--- config.mk ---
export PLATFORM = sky130hd
export DESIGN_NAME = odl_arbiter
export DESIGN_NICKNAME = d
export VERILOG_FILES = /design/src/rtl/odl_pkg.sv /design/src/rtl/odl_sync.sv /design/src/rtl/odl_lane.sv /design/src/rtl/odl_arbiter.sv
export SDC_FILE = /design/constraint.sdc
export NUM_CORES = 1
export LEC_CHECK = 0
export BUFFER_PORTS_ARGS = -buffer_cell sky130_fd_sc_hd__buf_4
export CORE_ASPECT_RATIO = 0.8
export CORE_MARGIN = 1
export CORE_UTILIZATION = 45
export DETAILED_ROUTE_END_ITERATION = 10
export PLACE_DENSITY = 0.63
export SLEW_MARGIN = 40
export SYNTH_ARGS = -nofsm -noshare
export SYNTH_HDL_FRONTEND = slang
export SYNTH_SLANG_ARGS = --single-unit
--- constraint.sdc ---
create_clock -name clk_i -period 2 [get_ports clk_i]
set_input_delay 0.2 -clock clk_i [delete_from_list [all_inputs] [get_ports clk_i]]
set_output_delay 0.2 -clock clk_i [all_outputs]
set_load 0.02 [all_outputs]
--- src/rtl/odl_pkg.sv ---
package odl_pkg;
  typedef enum logic [1:0] {
    ST_IDLE  = 2'd0,
    ST_DELAY = 2'd1,
    ST_HOLD  = 2'd2,
    ST_PULSE = 2'd3
  } lane_state_e;

  typedef enum logic {
    SIDE_HOST = 1'b0,
    SIDE_CARD = 1'b1
  } side_e;
endpackage

--- src/rtl/odl_sync.sv ---
module odl_sync #(
  parameter logic RST_VAL = 1'b1
) (
  input  logic clk_i,
  input  logic rst_ni,
  input  logic d_i,
  output logic q_o
);
  logic meta_q, sync_q;

  always_ff @(posedge clk_i or negedge rst_ni) begin
    if (!rst_ni) begin
      meta_q <= RST_VAL;
      sync_q <= RST_VAL;
    end else begin
      meta_q <= d_i;
      sync_q <= meta_q;
    end
  end

  assign q_o = sync_q;
endmodule

--- src/rtl/odl_lane.sv ---
module odl_lane
  import odl_pkg::*;
#(
  parameter int DLY_CYC = 40,
  parameter int PU_CYC  = 20
) (
  input  logic clk_i,
  input  logic rst_ni,
  input  logic en_i,
  input  logic host_i,
  input  logic card_i,
  output logic host_pd_o,
  output logic host_pu_o,
  output logic card_pd_o,
  output logic card_pu_o
);
  localparam int MAX_CYC = (DLY_CYC > PU_CYC) ? DLY_CYC : PU_CYC;
  localparam int CNT_W   = (MAX_CYC > 1) ? $clog2(MAX_CYC) : 1;
  localparam logic [CNT_W-1:0] DLY_LAST = CNT_W'(DLY_CYC - 1);
  localparam logic [CNT_W-1:0] PU_LAST  = CNT_W'(PU_CYC - 1);

  logic host_s, card_s, host_q, card_q;
  logic host_fall, card_fall, mst_high;
  lane_state_e state_q;
  side_e       mst_q;
  logic [CNT_W-1:0] cnt_q;

  odl_sync #(.RST_VAL(1'b1)) u_sync_host (
    .clk_i(clk_i), .rst_ni(rst_ni), .d_i(host_i), .q_o(host_s)
  );
  odl_sync #(.RST_VAL(1'b1)) u_sync_card (
    .clk_i(clk_i), .rst_ni(rst_ni), .d_i(card_i), .q_o(card_s)
  );

  assign host_fall = host_q & ~host_s;
  assign card_fall = card_q & ~card_s;
  assign mst_high  = (mst_q == SIDE_HOST) ? host_s : card_s;

  always_ff @(posedge clk_i or negedge rst_ni) begin
    if (!rst_ni) begin
      state_q <= ST_IDLE;
      mst_q   <= SIDE_HOST;
      cnt_q   <= '0;
      host_q  <= 1'b1;
      card_q  <= 1'b1;
    end else begin
      host_q <= host_s;
      card_q <= card_s;
      if (!en_i) begin
        state_q <= ST_IDLE;
        cnt_q   <= '0;
      end else begin
        unique case (state_q)
          ST_IDLE: begin
            cnt_q <= '0;
            // host side wins a same-cycle tie
            if (host_fall) begin
              mst_q   <= SIDE_HOST;
              state_q <= ST_DELAY;
            end else if (card_fall) begin
              mst_q   <= SIDE_CARD;
              state_q <= ST_DELAY;
            end
          end
          ST_DELAY: begin
            if (cnt_q == DLY_LAST) begin
              cnt_q   <= '0;
              state_q <= ST_HOLD;
            end else begin
              cnt_q <= cnt_q + 1'b1;
            end
          end
          ST_HOLD: begin
            if (mst_high) begin
              cnt_q   <= '0;
              state_q <= ST_PULSE;
            end
          end
          ST_PULSE: begin
            if (cnt_q == PU_LAST) begin
              cnt_q   <= '0;
              state_q <= ST_IDLE;
            end else begin
              cnt_q <= cnt_q + 1'b1;
            end
          end
          default: state_q <= ST_IDLE;
        endcase
      end
    end
  end

  logic slave_pd, slave_pu, mst_host;
  assign slave_pd = (state_q == ST_HOLD);
  assign slave_pu = (state_q == ST_PULSE);
  assign mst_host = (mst_q == SIDE_HOST);

  assign card_pd_o = ~en_i | (slave_pd & mst_host);
  assign card_pu_o = en_i & slave_pu & mst_host;
  assign host_pd_o = en_i & slave_pd & ~mst_host;
  assign host_pu_o = en_i & slave_pu & ~mst_host;
endmodule

--- src/rtl/odl_arbiter.sv ---
module odl_arbiter #(
  parameter int NUM_LINES = 3,
  parameter int DLY_CYC   = 40,
  parameter int PU_CYC    = 20
) (
  input  logic                 clk_i,
  input  logic                 rst_ni,
  input  logic                 enable_i,
  input  logic [NUM_LINES-1:0] host_i,
  input  logic [NUM_LINES-1:0] card_i,
  output logic [NUM_LINES-1:0] host_pd_o,
  output logic [NUM_LINES-1:0] host_pu_o,
  output logic [NUM_LINES-1:0] card_pd_o,
  output logic [NUM_LINES-1:0] card_pu_o
);
  for (genvar g = 0; g < NUM_LINES; g++) begin : g_lane
    odl_lane #(
      .DLY_CYC(DLY_CYC),
      .PU_CYC (PU_CYC)
    ) u_lane (
      .clk_i    (clk_i),
      .rst_ni   (rst_ni),
      .en_i     (enable_i),
      .host_i   (host_i[g]),
      .card_i   (card_i[g]),
      .host_pd_o(host_pd_o[g]),
      .host_pu_o(host_pu_o[g]),
      .card_pd_o(card_pd_o[g]),
      .card_pu_o(card_pu_o[g])
    );
  end
endmodule

==> impl_metrics.prom <==
# TYPE chip_impl_metric gauge
chip_impl_info{name="status",value="finished clean"} 1
chip_impl_info{name="critPathSlowestCell",value="sky130_fd_sc_hd__dfrtp_1"} 1
chip_impl_metric{name="power_density",unit="nW/um2"} 960
chip_impl_metric{name="synth_largest_type_area_fraction",unit="%"} 26.6
chip_impl_metric{name="initial_antenna_violation_count",unit=""} 0
chip_impl_info{name="critPathLaunchType",value="register"} 1
chip_impl_metric{name="mappedNetlistNets",unit=""} 287
chip_impl_metric{name="multi_input_area",unit="um2"} 1210
chip_impl_metric{name="synthesis.area_per_instance",unit="um2"} 9.69
chip_impl_info{name="r2r_end",value="g_lane[0].u_lane.state_q[1]"} 1
chip_impl_metric{name="grt_max_degree",unit=""} 46
chip_impl_metric{name="grt_first_pass_wirelength",unit="um"} 7960
chip_impl_info{name="tritoncts",value="built"} 1
chip_impl_metric{name="grt_overflow",unit=""} 0
chip_impl_metric{name="synth_edf_count",unit=""} 0
chip_impl_metric{name="initial_drt_markers",unit=""} 105
chip_impl_info{name="critPathMostFrequentCell",value="sky130_fd_sc_hd__inv_1"} 1
chip_impl_metric{name="worst_skew_pair.late_latency",unit="ns"} 0.31
chip_impl_metric{name="routed_wirelength",unit="um"} 4460
chip_impl_metric{name="buffer_ports.inserted",unit=""} 20
chip_impl_metric{name="fillerInstances",unit=""} 503
chip_impl_metric{name="synthArstFlopShare",unit="%"} 100
chip_impl_metric{name="wire_per_inst",unit="um"} 12.5
chip_impl_metric{name="drt_first_pass_iters",unit=""} 4
chip_impl_info{name="commonest_non_fill_non_tap_cells_in_the_layout",value="sky130_fd_sc_hd__nand2_1, sky130_fd_sc_hd__dfrtp_1, sky130_fd_sc_hd__o21ai_0"} 1
chip_impl_info{name="clk_root_buffer_cell",value="sky130_fd_sc_hd__clkbuf_8"} 1
chip_impl_metric{name="final_cells",unit=""} 357
chip_impl_info{name="timing.setup.critical_path_class",value="reg -> out"} 1
chip_impl_metric{name="cts.sink_count",unit=""} 45
chip_impl_info{name="hold_path_startpoint",value="enable_i"} 1
chip_impl_metric{name="hold_path_depth",unit=""} 3
chip_impl_info{name="synth.largest_area_cell",value="sky130_fd_sc_hd__dfrtp_1"} 1
chip_impl_metric{name="routabilityCongestion",unit=""} 0.794
chip_impl_metric{name="post_synthesis_register_bit_count",unit=""} 45
chip_impl_metric{name="placementRows",unit=""} 24
chip_impl_metric{name="worst_setup_hold_path_clk_slew",unit="ns"} 0.10
chip_impl_metric{name="die_height",unit="um"} 69.2
chip_impl_metric{name="vias",unit=""} 1833
chip_impl_metric{name="slew-limit-headroom",unit="%"} 63.6
chip_impl_info{name="mostFrequentLayoutCell",value="sky130_fd_sc_hd__nand2_1"} 1
chip_impl_info{name="min-delay-path-class",value="in -> reg"} 1
chip_impl_metric{name="final_setup_fails",unit=""} 0
chip_impl_metric{name="worstPathRequired",unit="ns"} 1.80
chip_impl_metric{name="cts-resized-gates",unit=""} 0
chip_impl_metric{name="via_per_inst",unit=""} 5.13
chip_impl_info{name="rsz0062_at_grt",value="no"} 1
chip_impl_info{name="setup.worst_path.end_class",value="output port"} 1
chip_impl_info{name="critical_path.reg2reg.startpoint",value="g_lane[0].u_lane.cnt_q[0]"} 1
chip_impl_metric{name="first_global_vias",unit=""} 1761
chip_impl_metric{name="holdWs",unit="ns"} 0.330
chip_impl_metric{name="place.detailed.instances",unit=""} 342
chip_impl_metric{name="crit_path_largest_cell_delay",unit="ns"} 0.43
chip_impl_metric{name="hpwl",unit="um"} 3140
chip_impl_metric{name="netlist_area",unit="um2"} 2540
chip_impl_metric{name="globalRouteTotalUtil",unit="%"} 16.7
chip_impl_metric{name="max_slew_violation_total_from_the_final_report",unit=""} 0
chip_impl_metric{name="netlist_instances",unit=""} 262
chip_impl_metric{name="clockBufferDepth",unit=""} 2
chip_impl_metric{name="fp.coreArea",unit="um2"} 5440
chip_impl_metric{name="tritoncts.num_buffers",unit=""} 5
chip_impl_metric{name="final_hold_viol_count",unit=""} 0
chip_impl_info{name="crit_chain",value="inv_1, ha_1, inv_1, o21ai_0, buf_4"} 1
chip_impl_metric{name="postCtsHoldBufs",unit=""} 7
chip_impl_metric{name="worst_slew_pin_slew",unit="ns"} 0.547
chip_impl_metric{name="fin_crit_sh",unit="%"} 85.0
chip_impl_info{name="synth-main-ff-cell",value="sky130_fd_sc_hd__dfrtp_1"} 1
chip_impl_metric{name="fmaxAchievable",unit="MHz"} 588
chip_impl_metric{name="regArea",unit="um2"} 1150
chip_impl_metric{name="dieArea",unit="um2"} 5950
chip_impl_metric{name="cap_viol_max_count",unit=""} 0
chip_impl_metric{name="post_cts_setup_bufs",unit=""} 0
chip_impl_metric{name="yosys.cell_types.count",unit=""} 46
chip_impl_metric{name="nets",unit=""} 303
chip_impl_info{name="synthTopCellsByArea",value="sky130_fd_sc_hd__dfrtp_1, sky130_fd_sc_hd__dfstp_2, sky130_fd_sc_hd__ha_1"} 1
chip_impl_metric{name="chipWidth",unit="um"} 86.0
chip_impl_metric{name="report.power.total",unit="mW"} 2.74
chip_impl_metric{name="finalClockSkew",unit="ns"} 0.00865
chip_impl_metric{name="syn_to_final_growth",unit="%"} 12.2
chip_impl_metric{name="finalSetupTns",unit="ns"} 0
chip_impl_metric{name="synth_seq_area_share",unit="%"} 45.2
chip_impl_metric{name="num_antenna_cells",unit=""} 0
chip_impl_metric{name="num_io_pins",unit=""} 21
chip_impl_metric{name="floorplan.initialDensity",unit="%"} 46.7
chip_impl_metric{name="crit_path_max_fanout",unit=""} 7
chip_impl_metric{name="ctsHtreeMaxLevel",unit=""} 2
chip_impl_metric{name="vdd_drop_max",unit="mV"} 0.520
chip_impl_metric{name="worstPathArrival",unit="ns"} 1.50
chip_impl_metric{name="yosysWarnings",unit=""} 0
chip_impl_metric{name="reg2regPathDepth",unit=""} 5
chip_impl_metric{name="count_of_unresolved_drc_violations_after_routing",unit=""} 0
chip_impl_metric{name="route.antenna.remaining_nets",unit=""} 0
chip_impl_metric{name="layout_min_cycle_time",unit="ns"} 1.70
chip_impl_metric{name="reg2reg_setup_slack",unit="ns"} 0.34
chip_impl_metric{name="share_of_cells_above_drive_strength_1",unit="%"} 20.8
chip_impl_info{name="worstHoldEndpoint",value="g_lane[1].u_lane.state_q[0]"} 1
chip_impl_metric{name="leakagePower",unit="nW"} 1.23
[kinds of logic after synthesis]
family | share of synthesized area [%]
AND/OR/NAND/NOR | 18.6
adder cells (fa/ha/maj) | 7.88
multiplexers | 4.43
buffers and inverters | 7.24
AO/OA/AOI/OAI | 16.7
flip-flops | 45.2
[critical path: cells and delay by family (launching register included)]
family                     cells  cell delay, ns
buffers and inverters          3            0.34
DFF                            1            0.43
adders and majority gates      1            0.28
AOI/OAI and AO/OA              1            0.16
[how the worst max path moves through the flow]
stage	to	depth (start not counted)	from
6_report	card_pd_o[1]	5	g_lane[1].u_lane.state_q[0]
5_1_grt	card_pd_o[1]	5	g_lane[1].u_lane.state_q[0]
4_1_cts	card_pd_o[2]	5	g_lane[2].u_lane.state_q[0]
3_5_place_dp	g_lane[0].u_lane.state_q[1]	5	g_lane[0].u_lane.cnt_q[0]
3_3_place_gp	g_lane[2].u_lane.state_q[0]	5	g_lane[2].u_lane.cnt_q[0]
2_1_floorplan	g_lane[2].u_lane.state_q[0]	5	g_lane[2].u_lane.cnt_q[0]
[metrics by stage]
| stage | util (%) | area (um2) | setup WS (ns) |
|---|---|---|---|
| final | 52.4 | 2850 | 0.300 |
| after global routing | 52.4 | 2850 | 0.0975 |
| after CTS | 52.4 | 2850 | 0.270 |
| after detailed placement | 48.9 | 2660 | 0.362 |
| after global placement | 48.9 | 2660 | 0.317 |
| after floorplan | - | 2540 | 0.510 |
[per-layer routing]
metal | track usage, % | up-vias | wire, um
met3 | 4.76 | 2 | 159
met4 | 3.89 | 0 | 15
li1 | - | 935 | -
met5 | 0 | - | 0
met1 | 24.2 | 865 | 2340
met2 | 25.0 | 31 | 1950
[power by group]
group | switching [mW] | internal (mW) | total (mW)
Sequential | 0.135 | 1.05 | 1.19
Combinational | 0.472 | 0.352 | 0.823
Clock | 0.343 | 0.383 | 0.726
Total | 0.950 | 1.79 | 2.74
[cells in the mapped netlist (all sizes together) (3+ instances only)]
library cell,count
nand2,41
dfrtp,27
o21ai,25
dfstp,18
nor2,17
buf,16
ha,16
inv,15
nand3,10
a31oi,9
mux2i,9
and3,7
nor2b,6
a21oi,5
o211ai,5
o31ai,4
nand2b,3
nor3,3
[state kept, by name, summed over array words and instances, names as in the netlist]
register and flops:
g_lane.u_lane.card_q 3, g_lane.u_lane.cnt_q 18, g_lane.u_lane.host_q 3, g_lane.u_lane.mst_q 3
g_lane.u_lane.state_q 6, g_lane.u_lane.u_sync_card.meta_q 3, g_lane.u_lane.u_sync_card.q_o 3, g_lane.u_lane.u_sync_host.meta_q 3
g_lane.u_lane.u_sync_host.q_o 3
[layout make-up]
cell class | instances | share of cell area, %
repair buffers | 27 | 7.73
clock inverters | 3 | 1.76
inverters | 15 | 1.98
clock buffers | 5 | 2.42
multi-input cells | 184 | 42.4
flip-flops and latches | 45 | 40.3
well taps | 78 | 3.43
Power figures use the tool's default switching activity.
